===== src/rtl/uml_pkg.sv =====
package uml_pkg;

    localparam int CTL_W    = 5;
    localparam int LOOP_BIT = 4;
    localparam int RTS_BIT  = 1;

    typedef struct packed {
        logic dcd;
        logic ri;
        logic dsr;
        logic cts;
    } modem_lines_t;

    typedef struct packed {
        logic dcd_chg;
        logic ri_trail;
        logic dsr_chg;
        logic cts_chg;
    } modem_delta_t;

    // Cross-map control outputs onto status inputs for loopback
    function automatic modem_lines_t lines_from_ctl(input logic [3:0] c);
        modem_lines_t l;
        l.dcd = c[3];
        l.ri  = c[2];
        l.dsr = c[0];
        l.cts = c[1];
        return l;
    endfunction

    function automatic modem_delta_t detect_delta(input modem_lines_t prev,
                                                  input modem_lines_t cur);
        modem_delta_t d;
        d.dcd_chg  = prev.dcd ^ cur.dcd;
        d.ri_trail = prev.ri & ~cur.ri;
        d.dsr_chg  = prev.dsr ^ cur.dsr;
        d.cts_chg  = prev.cts ^ cur.cts;
        return d;
    endfunction

endpackage


===== src/rtl/uml_sync.sv =====
module uml_sync #(
    parameter int WIDTH  = 4,
    parameter int STAGES = 2
) (
    input  logic             clk,
    input  logic             rst,
    input  logic [WIDTH-1:0] d,
    output logic [WIDTH-1:0] q
);
    logic [WIDTH-1:0] stage [STAGES];

    generate
        for (genvar i = 0; i < STAGES; i++) begin : g_stage
            if (i == 0) begin : g_first
                always_ff @(posedge clk) begin
                    if (rst) stage[0] <= '0;
                    else     stage[0] <= d;
                end
            end else begin : g_next
                always_ff @(posedge clk) begin
                    if (rst) stage[i] <= '0;
                    else     stage[i] <= stage[i-1];
                end
            end
        end
    endgenerate

    assign q = stage[STAGES-1];
endmodule


===== src/rtl/uml_ctl_reg.sv =====
module uml_ctl_reg
    import uml_pkg::*;
#(
    parameter int DATA_W = 8
) (
    input  logic              clk,
    input  logic              rst,
    input  logic              we,
    input  logic [DATA_W-1:0] wdata,
    output logic [CTL_W-1:0]  ctl_q,
    output logic              rts_pulse
);
    logic rise_now;

    assign rise_now = we && wdata[RTS_BIT] && !ctl_q[RTS_BIT];

    always_ff @(posedge clk) begin
        if (rst) begin
            ctl_q     <= '0;
            rts_pulse <= 1'b0;
        end else begin
            if (we) ctl_q <= wdata[CTL_W-1:0];
            rts_pulse <= rise_now;
        end
    end
endmodule


===== src/rtl/uml_status.sv =====
module uml_status
    import uml_pkg::*;
(
    input  logic         clk,
    input  logic         rst,
    input  modem_lines_t src,
    input  logic         clr,
    output modem_lines_t lines_q,
    output modem_delta_t delta_q
);
    modem_delta_t chg;
    modem_delta_t delta_n;

    always_comb begin
        chg     = detect_delta(lines_q, src);
        delta_n = (clr ? modem_delta_t'('0) : delta_q) | chg;
    end

    always_ff @(posedge clk) begin
        if (rst) begin
            lines_q <= '0;
            delta_q <= '0;
        end else begin
            lines_q <= src;
            delta_q <= delta_n;
        end
    end
endmodule


===== src/rtl/uart_modem_loop.sv =====
module uart_modem_loop
    import uml_pkg::*;
#(
    parameter int DATA_W      = 8,
    parameter int SYNC_STAGES = 2
) (
    input  logic              clk,
    input  logic              rst,
    input  logic              ctl_we,
    input  logic [DATA_W-1:0] ctl_wdata,
    input  logic              stat_rd,
    output logic [7:0]        stat_q,
    output logic              msi_req,
    output logic              rts_rise,
    output logic              dtr_o,
    output logic              rts_o,
    output logic              out1_o,
    output logic              out2_o,
    input  logic              tx_we,
    input  logic [DATA_W-1:0] tx_data,
    output logic              rx_push,
    output logic [DATA_W-1:0] rx_data,
    input  logic              ext_cts,
    input  logic              ext_dsr,
    input  logic              ext_ri,
    input  logic              ext_dcd
);
    logic [CTL_W-1:0] ctl_q;
    logic [3:0]       ext_sync;
    modem_lines_t     ext_lines;
    modem_lines_t     src_lines;
    modem_lines_t     lines_q;
    modem_delta_t     delta_q;
    logic             loop_on;

    uml_ctl_reg #(.DATA_W(DATA_W)) u_ctl (
        .clk      (clk),
        .rst      (rst),
        .we       (ctl_we),
        .wdata    (ctl_wdata),
        .ctl_q    (ctl_q),
        .rts_pulse(rts_rise)
    );

    uml_sync #(.WIDTH(4), .STAGES(SYNC_STAGES)) u_sync (
        .clk(clk),
        .rst(rst),
        .d  ({ext_dcd, ext_ri, ext_dsr, ext_cts}),
        .q  (ext_sync)
    );

    assign ext_lines = modem_lines_t'(ext_sync);
    assign loop_on   = ctl_q[LOOP_BIT];
    assign src_lines = loop_on ? lines_from_ctl(ctl_q[3:0]) : ext_lines;

    uml_status u_stat (
        .clk    (clk),
        .rst    (rst),
        .src    (src_lines),
        .clr    (stat_rd),
        .lines_q(lines_q),
        .delta_q(delta_q)
    );

    assign stat_q  = {lines_q, delta_q};
    assign msi_req = |delta_q;

    assign dtr_o  = ctl_q[0];
    assign rts_o  = ctl_q[1];
    assign out1_o = ctl_q[2];
    assign out2_o = ctl_q[3];

    assign rx_push = tx_we && loop_on;
    assign rx_data = tx_data;
endmodule


===== config.mk =====
export PLATFORM = sky130hd
export DESIGN_NAME = uart_modem_loop
export DESIGN_NICKNAME = d
export VERILOG_FILES = /design/src/rtl/uml_pkg.sv /design/src/rtl/uml_sync.sv /design/src/rtl/uml_ctl_reg.sv /design/src/rtl/uml_status.sv /design/src/rtl/uart_modem_loop.sv
export SDC_FILE = /design/constraint.sdc
export NUM_CORES = 1
export LEC_CHECK = 0
export BUFFER_PORTS_ARGS = -buffer_cell sky130_fd_sc_hd__buf_2
export CORE_AREA = 4 4 57 59
export CTS_CLUSTER_SIZE = 8
export DETAILED_ROUTE_END_ITERATION = 10
export DIE_AREA = 0 0 61 63
export PLACE_DENSITY = 0.6
export SETUP_SLACK_MARGIN = 0.5
export SYNTH_ARGS = -nofsm -noshare
export SYNTH_HDL_FRONTEND = slang
export SYNTH_HIERARCHICAL = 1
export SYNTH_SLANG_ARGS = --single-unit

===== constraint.sdc =====
create_clock -name clk -period 1.5 [get_ports clk]
set_input_delay 0.075 -clock clk [delete_from_list [all_inputs] [get_ports clk]]
set_output_delay 0.075 -clock clk [all_outputs]
set_load 0.01 [all_outputs]

==> impl_metrics.yaml <==
logic_synthesis:
  ys_seq_area_share_pct: 54.6
  synthFlopType: "dfxtp_1"
  synth-edff-count: 0
  synthTopCellsByArea: "dfxtp_1 55%, nor2b_1 8.5%, buf_4 7.4%"
  async_reset_ff_share_pct: 0
  synth_top_area_share_pct: 54.6
  synth_area_um2: 807
  syn_area_per_cell_um2: 11.2
  yosysTopAreaCell: "dfxtp_1"
  synth.most_common_cell: "dfxtp_1"
  synth_seq_cells: 22
  syn_nets: 97
  yosys_warnings: 6
  syn_inst: 72
  yosys.cell_types.count: 14
  synth_common_cells: "22 x dfxtp_1, 11 x nor2b_1, 8 x buf_4"
pwr:
  seqPwrFrac_pct: 57.4
  p_sw_share_pct: 22.5
  ir_worst_vdd_mv: 0.521
  internal_power_uw: 855
  combPwrFrac_pct: 14.0
  p_clk_share_pct: 28.7
  p_sw_uw: 248
  powerDensity_nw_per_um2: 989
  p_leak_nw: 0.506
worst_hold_path:
  worst_hold_path_type: "input port to register"
  min_from: "ctl_wdata[4]"
global_route:
  grt_overflow_total: 0
  grt_pass1_wl_um: 2610
  grt_start_max_net_pins: 23
  grt.total_usage_pct: 8.87
  antenna_found_initial: 0
  grt_pass1_vias: 616
routing:
  via_per_inst: 4.20
  dr.pass1.iters: 2
  drc: 0
  wl_um: 1510
  routedWlPerCell_um: 11.3
  antenna_left: 0
  dr_total_vias: 563
  first_iter_violations: 5
critical_path:
  rr_worst_depth: 3
  startpoint: "u_stat/delta_q[1]"
  arrival_ps: 1280
  crit_path_end_kind: "output pin"
  cp_data_required_time_ps: 1420
  r2r-start: "u_ctl/ctl_q[4]"
  ff2ff_setup_slack_ps: 420
  cp_max_fo: 2
  worst_r2r_endpoint: "u_stat/delta_q[1]"
  worstSetupPathType: "register to output pin"
  crit_end: "msi_req"
  worstSetupStartpointType: "register"
placed_design:
  port_buffers: 28
  place_hpwl_um: 1090
  routabilityCongestion: 0.620
  post-place-ws_ps: 330
  placed_cell_area_um2: 916
timing:
  timing.final.crit_share_pct: 90.1
  hold_slack_ps: 9.92
  clock_skew_ps: 8.14
  max_slew_margin_pct: 69.8
  max_freq_ghz: 0.740
  worst_slack_ps: 148
  rsz0062_at_grt: "yes"
  hold_viol: 0
  setup_viol: 0
  worst_slew_pin_slew_ps: 454
  tns_ps: 0
  finalCriticalPeriod_ps: 1350
  slew_viol_final: 0
job:
  max-cap-violations: 0
die:
  die-area_um2: 3840
  rows: 19
  core_area_um2: 2710
  dieWidth_um: 61
  start_util_pct: 29.8
  die_h_um: 63
  ios: 48
clock_tree:
  path_clk_slew_ps: 110
  clock_latency_ps: 300
  htree_levels: 1
  clockRootBuffer: "clkbuf_4"
  clk_path_buf_depth: 2
  tritoncts: "yes"
  cts.sinks: 22
  cts_buffers: 3
cells_and_area:
  fin_area_um2: 1120
  nNetsFinal: 129
  final_layout_size_suffix_gt1_share_pct: 48.5
  fin_util_pct: 41.2
  areaGrowthSynthToFinish_pct: 38.3
  diodes: 0
run_status:
  outcome: "finished, final reports clean"
-- logic make-up (layout without fill, tap and decap cells) --
kind of cell / after synthesis / in the layout / share of synthesized area, %
simple gates: 25 / 25 / 19.1
flops: 22 / 22 / 54.6
mux: 9 / 9 / 11.8
buf+inv: 9 / 40 / 8.84
compound gates: 4 / 4 / 2.48
xor+xnor: 3 / 3 / 3.26
-- layout make-up --
type                    instances  area, um^2
repair buffers                 36         228
clock buffers                   4        36.3
flip-flops and latches         22         447
multi-input cells              41         367
fillers                       283        1590
well taps                      31        38.8
-- worst min path at each step --
stage	to	cells past startpoint	slack, ps
2_1_floorplan	u_ctl/ctl_q[4]	1	140
3_3_place_gp	rx_data[1]	0	150
3_5_place_dp	rx_data[1]	0	150
4_1_cts	u_ctl/ctl_q[4]	3	6
5_1_grt	u_ctl/ctl_q[1]	3	20
6_report	u_ctl/ctl_q[4]	3	10
-- worst max-delay path, stage by stage (launching register included) --
cell	delay (ps)
dfxtp_2	340
or4_1	500
buf_2	150
-- power groups by stage --
stage	combinational, mW	sequential (mW)	clock, mW
global placement	0.114	0.643	0
detailed placement	0.116	0.645	0
CTS	0.147	0.633	0.330
finish	0.154	0.633	0.317
floorplan	0.0782	0.650	0
global route	0.169	0.638	0.350
-- layer usage --
layer	track usage, %	vias up	part of all wire [%]
met3	2.48	2	10
li1	-	290	-
met1	9.69	249	37
met2	15.2	22	52
met4	4.07	0	1.1
met5	0	-	0
-- stage by stage --
stage	instances	power, mW
3_3_place_gp	122	0.757
5_1_grt	134	1.16
6_report	134	1.10
2_1_floorplan	72	0.728
4_1_cts	134	1.11
3_5_place_dp	122	0.761
-- cells in the final DEF (no fill, tap or decap), drive strengths merged --
| cell | count |
|---|---|
| dlygate4sd3 | 6 |
| clkbuf | 4 |
| xnor2 | 3 |
| and4bb | 1 |
| mux2 | 4 |
| dfxtp | 22 |
| nor2 | 5 |
| buf | 30 |
| mux2i | 5 |
| nand2b | 5 |
| and2 | 1 |
| nor2b | 12 |
| a21oi | 4 |
| or4 | 1 |
-- timing repair --
item	in CTS	in global routing
resized for setup	13	5
endpoints found under the hold margin	6	0
buffers inserted	2	0
pin swaps	7	1
setup endpoints to repair	10	9
hold buffers	6	0
-- flip-flops by register name, indices dropped and copies added (netlist names) --
signal,count
u_stat/delta_q,4
u_ctl/ctl_q,5
u_sync/stage,8
u_stat/lines_q,4
u_ctl/rts_pulse,1
(Power assumes the default switching activity.)
